$ cat config.mk
export PLATFORM = sky130hd
export DESIGN_NAME = dsl_load_check
export DESIGN_NICKNAME = d
export VERILOG_FILES = /design/src/rtl/dsl_pkg.sv /design/src/rtl/dsl_level_cmp.sv /design/src/rtl/dsl_type_rules.sv /design/src/rtl/dsl_fault_pick.sv /design/src/rtl/dsl_load_check.sv
export SDC_FILE = /design/constraint.sdc
export NUM_CORES = 1
export LEC_CHECK = 0
export BUFFER_PORTS_ARGS = -buffer_cell sky130_fd_sc_hd__buf_4
export CAP_MARGIN = 30
export CORE_MARGIN = 1.5
export CORE_UTILIZATION = 33
export DETAILED_ROUTE_END_ITERATION = 16
export HOLD_SLACK_MARGIN = 0.08
export PLACE_DENSITY_LB_ADDON = 0.15
export SLEW_MARGIN = 20
export SYNTH_ARGS = -nofsm -noshare
export SYNTH_HDL_FRONTEND = slang
export SYNTH_SLANG_ARGS = --single-unit
$ cat constraint.sdc
create_clock -name clk -period 2.7 [get_ports clk]
set_input_delay 0.675 -clock clk [delete_from_list [all_inputs] [get_ports clk]]
set_output_delay 0.675 -clock clk [all_outputs]
set_load 0.02 [all_outputs]
$ cat src/rtl/dsl_pkg.sv
package dsl_pkg;

  // Width of a fault vector number on the response.
  localparam int unsigned VEC_W = 8;

  // Outcome class chosen by the fault selector.
  typedef enum logic [1:0] {
    OUT_GRANT    = 2'd0,
    OUT_PRIV     = 2'd1,
    OUT_STACK_NP = 2'd2,
    OUT_DATA_NP  = 2'd3
  } outcome_e;

  // Registered response payload.
  typedef struct packed {
    logic             grant;
    logic [VEC_W-1:0] vector;
  } rsp_t;

endpackage

$ cat src/rtl/dsl_level_cmp.sv
// Privilege level relations used by both register classes.
module dsl_level_cmp #(
  parameter int unsigned PL_W = 2
) (
  input  logic [PL_W-1:0] cpl,
  input  logic [PL_W-1:0] rpl,
  input  logic [PL_W-1:0] dpl,
  output logic            all_equal,
  output logic            eff_le_dpl
);
  // The effective level is the weaker (numerically larger) of requester and caller.
  logic [PL_W-1:0] eff_pl;

  always_comb begin
    eff_pl     = (rpl > cpl) ? rpl : cpl;
    eff_le_dpl = (eff_pl <= dpl);
    all_equal  = (rpl == cpl) && (cpl == dpl);
  end
endmodule

$ cat src/rtl/dsl_type_rules.sv
// Combines descriptor type with the level relations into one pass/fail flag.
module dsl_type_rules (
  input  logic is_stack,
  input  logic dsc_valid,
  input  logic dsc_code,
  input  logic dsc_rw,
  input  logic dsc_conform,
  input  logic all_equal,
  input  logic eff_le_dpl,
  output logic check_ok
);
  logic stack_ok;
  logic data_ok;
  logic exec_only;
  logic conf_read;

  always_comb begin
    exec_only = dsc_code && !dsc_rw;
    conf_read = dsc_code && dsc_rw && dsc_conform;
    // Stack path: writable data only, and the three levels must coincide.
    stack_ok  = !dsc_code && dsc_rw && all_equal;
    // Data path: execute-only code never loads; readable conforming code skips levels.
    if (exec_only)      data_ok = 1'b0;
    else if (conf_read) data_ok = 1'b1;
    else                data_ok = eff_le_dpl;
    check_ok = dsc_valid && (is_stack ? stack_ok : data_ok);
  end
endmodule

$ cat src/rtl/dsl_fault_pick.sv
// Orders the outcome: privilege/type failure first, then absence, then grant.
module dsl_fault_pick
  import dsl_pkg::*;
#(
  parameter int unsigned V_PRIV     = 13,
  parameter int unsigned V_STACK_NP = 12,
  parameter int unsigned V_DATA_NP  = 11
) (
  input  logic     is_stack,
  input  logic     check_ok,
  input  logic     present,
  output outcome_e outcome,
  output rsp_t     rsp
);
  always_comb begin
    if (!check_ok)     outcome = OUT_PRIV;
    else if (!present) outcome = is_stack ? OUT_STACK_NP : OUT_DATA_NP;
    else               outcome = OUT_GRANT;

    rsp.grant = (outcome == OUT_GRANT);
    unique case (outcome)
      OUT_PRIV:     rsp.vector = VEC_W'(V_PRIV);
      OUT_STACK_NP: rsp.vector = VEC_W'(V_STACK_NP);
      OUT_DATA_NP:  rsp.vector = VEC_W'(V_DATA_NP);
      default:      rsp.vector = '0;
    endcase
  end
endmodule

$ cat src/rtl/dsl_load_check.sv
// Top: request decode, combinational rule network, one-entry registered output stage.
module dsl_load_check
  import dsl_pkg::*;
#(
  parameter int unsigned SEL_W      = 16,
  parameter int unsigned PL_W       = 2,
  parameter int unsigned V_PRIV     = 13,
  parameter int unsigned V_STACK_NP = 12,
  parameter int unsigned V_DATA_NP  = 11
) (
  input  logic             clk,
  input  logic             rst_n,
  input  logic             req_valid,
  output logic             req_ready,
  input  logic             req_stack,
  input  logic [PL_W-1:0]  req_cpl,
  input  logic [SEL_W-1:0] req_selector,
  input  logic [PL_W-1:0]  dsc_dpl,
  input  logic             dsc_present,
  input  logic             dsc_code,
  input  logic             dsc_rw,
  input  logic             dsc_conform,
  input  logic             dsc_valid,
  output logic             rsp_valid,
  input  logic             rsp_ready,
  output logic             rsp_grant,
  output logic [VEC_W-1:0] rsp_vector
);
  localparam int unsigned IDX_W = SEL_W - PL_W;

  logic [PL_W-1:0]  rpl;
  logic [IDX_W-1:0] sel_index_unused;
  logic             all_equal;
  logic             eff_le_dpl;
  logic             check_ok;
  outcome_e         outcome;
  rsp_t             rsp_next;
  rsp_t             rsp_q;
  logic             out_full;
  logic             take;

  // The requested level is carried in the selector's low bits; the index is not needed here.
  assign rpl              = req_selector[PL_W-1:0];
  assign sel_index_unused = req_selector[SEL_W-1:PL_W];

  dsl_level_cmp #(.PL_W(PL_W)) u_lvl (
    .cpl        (req_cpl),
    .rpl        (rpl),
    .dpl        (dsc_dpl),
    .all_equal  (all_equal),
    .eff_le_dpl (eff_le_dpl)
  );

  dsl_type_rules u_rules (
    .is_stack    (req_stack),
    .dsc_valid   (dsc_valid),
    .dsc_code    (dsc_code),
    .dsc_rw      (dsc_rw),
    .dsc_conform (dsc_conform),
    .all_equal   (all_equal),
    .eff_le_dpl  (eff_le_dpl),
    .check_ok    (check_ok)
  );

  dsl_fault_pick #(
    .V_PRIV     (V_PRIV),
    .V_STACK_NP (V_STACK_NP),
    .V_DATA_NP  (V_DATA_NP)
  ) u_pick (
    .is_stack (req_stack),
    .check_ok (check_ok),
    .present  (dsc_present),
    .outcome  (outcome),
    .rsp      (rsp_next)
  );

  // Output stage: accepts when empty or draining this cycle.
  assign req_ready = !out_full || rsp_ready;
  assign take      = req_valid && req_ready;

  always_ff @(posedge clk) begin
    if (!rst_n) begin
      out_full <= 1'b0;
      rsp_q    <= '0;
    end else begin
      if (req_ready) out_full <= req_valid;
      if (take)      rsp_q    <= rsp_next;
    end
  end

  assign rsp_valid  = out_full;
  assign rsp_grant  = rsp_q.grant;
  assign rsp_vector = rsp_q.vector;

endmodule

==> impl_metrics.json, run 1 <==
{
  "pwr-share-clk_pct": 28.9,
  "stdcell_count": 106,
  "worstSetupPathType": "input port to flop",
  "die_w_microns": 41.8,
  "clockBufferDepth": 2,
  "start_kind": "input port",
  "period_share_pct": 95.7,
  "regToRegSetupSlack_ns": 1.55,
  "initial_core_util_pct": 36.7,
  "setup_slack_ns": 0.115,
  "placed_area_sq_um": 706,
  "drive_gt1_share_pct": 47.3,
  "min_path_type": "flop to flop",
  "clockRootBuffer": "clkbuf_4",
  "critPathArrivalTime_ns": 2.76,
  "syn_inst": 62,
  "ant_nets": 0,
  "finalClockSkew_ns": 0.00222,
  "place_congestion": 0.691,
  "dieArea_sq_um": 1740,
  "drt_iter0_drc": 3,
  "num_io_pins": 41,
  "layout_common_cells": "28 x buf_4, 6 x ha_1, 6 x dfxtp_1, 5 x inv_1",
  "layout_min_cycle_time_ns": 2.58,
  "overflow": 0,
  "rr_startpoint": "rsp_valid",
  "seq_power_share_pct": 33.8,
  "rows": 13,
  "clock_latency_ns": 0.24,
  "cp.required_ns": 2.88,
  "ys_ff_latch": 6,
  "core_area_sq_um": 1350,
  "drc": 0,
  "hold_viol_final": 0,
  "syn_to_final_growth_pct": 56.1,
  "fmax_ghz": 0.387,
  "pwr-share-comb_pct": 37.3,
  "end_kind": "flop",
  "setup_viol_count_final": 0,
  "yosysSeqAreaShare_pct": 24.2,
  "rr_worst_depth": 3,
  "grt_pass1_vias": 441,
  "die-height_microns": 41.8,
  "ir_worst_vdd_mv": 0.138,
  "r2r_end": "rsp_vector[0]",
  "hold_buffers": 0,
  "ys_warn_count": 0,
  "p_int_uw": 199,
  "final_common_cell": "buf_4",
  "dp_hpwl_microns": 850,
  "placed_cells": 102,
  "cts_max_level": 1,
  "fin_area_sq_um": 773,
  "cp-startpoint": "req_cpl[1]",
  "finalMaxSlewViolations": 0,
  "port_buffers": 22,
  "clkTransAtPathRegs_ns": 0.05,
  "hold_depth": 2,
  "vias": 492,
  "avgViaCountPerCell": 4.64,
  "grt_usage_pct": 12.2,
  "min-delay-start": "rsp_grant",
  "switching_share_pct": 30.3,
  "cts_inserted_buffers": 3,
  "status": "completed",
  "grt_max_degree": 9,
  "hold_path_end": "rsp_grant",
  "p_per_area_nw_per_um2": 370,
  "p_leak_nw": 0.377,
  "syn_area_sq_um": 495,
  "antenna_found_initial": 0,
  "cts.sinks": 6,
  "grt_pass1_wl_microns": 1690,
  "dp_slack_ns": -0.187,
  "final_nets": 131,
  "netSwitchingPower_uw": 86.7,
  "worstPathMaxFanout": 3,
  "wl_per_cell_microns": 9.85,
  "yosys.cell_types.count": 23,
  "fillCellCount": 132,
  "drtPass1Iterations": 2,
  "cap_violations": 0,
  "total_power_uw": 286,
  "postSynthAreaPerCell_sq_um": 7.99,
  "cts_tree": "yes",
  "wl_microns": 1040,
  "diodes": 0
}
## area by class of cell
class	count	area (sq um)	area share, %
clock buffers	3	22.5	2.91
well taps	15	18.8	2.43
repair buffers	28	210	27.2
multi-input cells	47	373	48.2
flip-flops and latches	6	120	15.5
inverters	7	28.8	3.72
## power by group through the flow
stage               sequential [mW]  clock (mW)  combinational [mW]
floorplan                     0.105           0              0.0499
global placement             0.0985           0              0.0945
detailed placement           0.0987           0              0.0963
CTS                          0.0969      0.0833              0.0967
global route                 0.0972      0.0906               0.117
finish                       0.0967      0.0826               0.107
## sequential cells by signal, indices dropped and copies added, names as in the netlist
register and cells:
rsp_grant 1, rsp_vector 4, rsp_valid 1
## cell families (layout without fill, tap and decap cells)
group | after synthesis | in the layout | synth area share (%)
DFF | 6 | 6 | 24.2
AOI/OAI and AO/OA | 11 | 11 | 13.4
xor gates and xnor gates | 2 | 2 | 3.54
muxes | 1 | 1 | 2.02
and+or+nand+nor | 21 | 21 | 23.7
buffers and inverters | 12 | 38 | 12.1
adders and majority gates | 8 | 8 | 20.2
other | 1 | 4 | 0.757
## metrics by stage
step	hold WS (ns)	setup TNS (ns)	util (%)
after CTS	0.455	0	53.9
after detailed placement	0.448	-0.595	52.3
final	0.453	0	57.3
after floorplan	0.534	0	-
after global placement	0.446	-0.594	52.3
after global routing	0.467	-0.0275	57.3
## how the worst max path moves through the flow
stage | to | slack [ns] | cells after the start
3_3_place_gp | rsp_vector[2] | -0.19 | 14
6_report | rsp_vector[1] | 0.12 | 15
4_1_cts | rsp_vector[1] | 0.05 | 15
3_5_place_dp | rsp_vector[2] | -0.19 | 14
5_1_grt | rsp_vector[1] | -0.03 | 15
2_1_floorplan | rsp_vector[2] | 0.005 | 13
## cells in the mapped netlist
| cell type | n | area (sq um) |
|---|---|---|
| ha_1 | 8 | 100 |
| inv_1 | 7 | 26.3 |
| a21oi_1 | 6 | 30.0 |
| dfxtp_1 | 6 | 120 |
| buf_4 | 4 | 30.0 |
| nand2_1 | 4 | 15.0 |
| nor2_1 | 4 | 15.0 |
| nand2b_1 | 3 | 18.8 |
| nand3_1 | 3 | 15.0 |
| nor2b_1 | 2 | 12.5 |
| or2_1 | 2 | 12.5 |
| xor2_1 | 2 | 17.5 |
| a22oi_1 | 1 | 7.51 |
| a311oi_1 | 1 | 8.76 |
| clkbuf_1 | 1 | 3.75 |
| conb_1 | 1 | 3.75 |
| mux2i_1 | 1 | 10.0 |
| nand4b_1 | 1 | 8.76 |
| nor3b_1 | 1 | 7.51 |
| nor4_2 | 1 | 12.5 |
| o21ai_0 | 1 | 5.00 |
| o21ai_1 | 1 | 5.00 |
| o311a_1 | 1 | 10.0 |
## what timing repair did
| action | CTS | global route |
|---|---|---|
| endpoints found under the setup margin | 0 | 4 |
| setup buffers | 0 | 1 |
| gates resized for setup | 0 | 10 |
## routing by layer
metal / GRT usage, % / wire (microns) / share of wire, % / vias to the layer above
met4: 5.81 / 0 / 0 / 0
li1: - / - / - / 258
met5: 0 / 0 / 0 / -
met2: 18.4 / 526 / 50 / 20
met3: 3.04 / 73 / 7.0 / 0
met1: 15.9 / 443 / 42 / 214
## worst max-delay path: stages
cell,delay [ns]
buf_4,0.10
inv_4,0.04
buf_4,0.12
ha_1,0.20
o21ai_2,0.13
mux2i_1,0.21
ha_1,0.26
a22oi_2,0.18
o21ai_1,0.10
a21oi_2,0.16
buf_4,0.14
or2_1,0.10
ha_2,0.17
nand3_2,0.06
a21oi_2,0.13
Note: power is estimated with default switching activity, not from simulation.
==> inputs of run 2 (changes only) <==
--- a/config.mk
+++ b/config.mk
@@ -7,8 +7,11 @@
 export LEC_CHECK = 0
 export BUFFER_PORTS_ARGS = -buffer_cell sky130_fd_sc_hd__buf_4
 export CAP_MARGIN = 30
+export CELL_PAD_IN_SITES_DETAIL_PLACEMENT = 0
+export CELL_PAD_IN_SITES_GLOBAL_PLACEMENT = 1
 export CORE_MARGIN = 1.5
-export CORE_UTILIZATION = 33
+export CORE_UTILIZATION = 23
+export CTS_BUF_LIST = sky130_fd_sc_hd__clkbuf_8
 export DETAILED_ROUTE_END_ITERATION = 16
 export HOLD_SLACK_MARGIN = 0.08
 export PLACE_DENSITY_LB_ADDON = 0.15
==> run 2 against run 1 <==
Against the previous run: wire length rose by 2.1%; critical path depth unchanged; utilization decreased by 16 points; cell count rose by 11%.
==> impl_metrics.json, run 2 (same netlist as run 1, synthesis figures left out) <==
{
  "status": "completed",
  "met2_length_microns": 506,
  "netSwitchingPower_uw": 91.2,
  "grt_pass1_vias": 475,
  "rr_startpoint": "rsp_valid",
  "p_int_uw": 246,
  "seq_power_share_pct": 28.9,
  "wl_per_cell_microns": 9.03,
  "hold_depth": 2,
  "layout_common_cells": "26 x buf_4, 6 x dfxtp_1, 5 x inv_1",
  "finalClockSkew_ns": 0.00354,
  "largest_reg_flops": 4,
  "cts_max_level": 1,
  "cp.required_ns": 2.86,
  "core_area_sq_um": 2000,
  "final_common_cell": "buf_4",
  "wl_met1_microns": 498,
  "rows": 16,
  "vias": 485,
  "die-height_microns": 49.4,
  "port_buffers": 22,
  "switching_share_pct": 27.0,
  "drive_gt1_share_pct": 48.4,
  "cts_tree": "yes",
  "dp_hpwl_microns": 854,
  "p_per_area_nw_per_um2": 408,
  "clockBufferDepth": 2,
  "hold_path_end": "rsp_vector[2]",
  "r2r_end": "rsp_vector[0]",
  "avgViaCountPerCell": 4.11,
  "start_kind": "input port",
  "period_share_pct": 96.2,
  "num_io_pins": 41,
  "min_path_type": "flop to flop",
  "cap_violations": 0,
  "diodes": 0,
  "wl_microns": 1070,
  "cts.sinks": 6,
  "min-delay-start": "rsp_vector[2]",
  "hold_viol_final": 0,
  "clkTransAtPathRegs_ns": 0.04,
  "grt_max_degree": 9,
  "drc": 0,
  "cts_inserted_buffers": 3,
  "layout_min_cycle_time_ns": 2.60,
  "pwr-share-clk_pct": 39.4,
  "worstSetupPathType": "input port to flop",
  "antenna_found_initial": 0,
  "pwr-share-comb_pct": 31.7,
  "worstPathMaxFanout": 3,
  "syn_to_final_growth_pct": 66.9,
  "p_leak_nw": 0.386,
  "end_kind": "flop",
  "top_layer_used": "met3",
  "drt_iter0_drc": 6,
  "met3_wirelength_microns": 60,
  "die_w_microns": 49.4,
  "final_nets": 131,
  "clock_latency_ns": 0.22,
  "regToRegSetupSlack_ns": 1.52,
  "grt_usage_pct": 10.2,
  "overflow": 0,
  "clockRootBuffer": "clkbuf_8",
  "fmax_ghz": 0.385,
  "ant_nets": 0,
  "dieArea_sq_um": 2440,
  "ir_worst_vdd_mv": 0.214,
  "initial_core_util_pct": 24.7,
  "post-route-util_pct": 41.3,
  "place_congestion": 0.656,
  "holdWs_ns": 0.453,
  "drtPass1Iterations": 4,
  "rsz0062_at_grt": "yes",
  "grt_pass1_wl_microns": 1900,
  "finalMaxSlewViolations": 0,
  "rr_worst_depth": 3,
  "setup_viol_count_final": 0,
  "critPathArrivalTime_ns": 2.76
}
[run 2: changes by cell type in the layout (fill, tap and decap cells not counted), moves of 2 or more]
cell,before,now
buf_6,0,2
clkbuf_8,0,3
buf_4,28,26
ha_1,6,4
clkbuf_4,3,0
[run 2: how the worst max path moves through the flow]
| stage | slack (ns) | endpoint | startpoint | depth (start not counted) |
|---|---|---|---|---|
| finish | 0.10 | rsp_vector[1] | req_cpl[1] | 15 |
| detailed placement | -0.22 | rsp_vector[1] | req_cpl[1] | 15 |
| global route | -0.04 | rsp_vector[1] | req_cpl[1] | 15 |
| CTS | 0.009 | rsp_vector[1] | req_cpl[1] | 15 |
| floorplan | 0.005 | rsp_vector[2] | req_cpl[1] | 13 |
| global placement | -0.21 | rsp_vector[1] | req_cpl[1] | 15 |
[run 2: metal layers]
metal | track usage [%] | vias to the layer above
met5 | 0 | -
met4 | 4.17 | 0
met3 | 3.99 | 0
met2 | 15.1 | 15
met1 | 13.2 | 211
li1 | - | 259
[run 2: layout make-up]
class | count | area, sq um
timing repair buffer | 28 | 218
sequential | 6 | 120
clock buffer | 3 | 41.3
fill | 215 | 1170
inverter | 7 | 31.3
tap | 27 | 33.8
multi-input combinational | 47 | 383
[run 2: critical path, cell delays in order]
cell     delay, ns
buf_6         0.08
inv_4         0.03
ha_4          0.26
nor2_2        0.04
o21ai_2       0.13
mux2i_1       0.23
ha_1          0.26
a22oi_1       0.18
o21ai_1       0.10
a21oi_2       0.17
buf_4         0.13
or2_1         0.10
ha_2          0.17
nand3_2       0.06
a21oi_2       0.13
[run 2: per-stage QoR]
step	setup slack, ns	instance area [sq um]	setup TNS, ns	cells	power [mW]
after floorplan	0.00527	518	0	65	0.155
after global placement	-0.214	721	-0.725	114	0.195
after detailed placement	-0.217	721	-0.743	114	0.195
after CTS	0.00887	762	0	117	0.330
after global routing	-0.0412	827	-0.0427	118	0.362
final	0.103	827	0	118	0.337
[run 2: power by group through the flow]
stage / Combinational, mW / Clock, mW / Sequential [mW]
final: 0.107 / 0.133 / 0.0976
after global routing: 0.120 / 0.144 / 0.0984
after CTS: 0.0969 / 0.135 / 0.0977
after detailed placement: 0.0966 / 0 / 0.0988
after global placement: 0.0961 / 0 / 0.0987
after floorplan: 0.0499 / 0 / 0.105
[run 2: timing repair]
item                                    CTS  global route
endpoints found under the setup margin    1             4
hold buffers                              0             0
pin swaps                                 1             7
gates resized for setup                   0            14
buffers inserted                          0             1
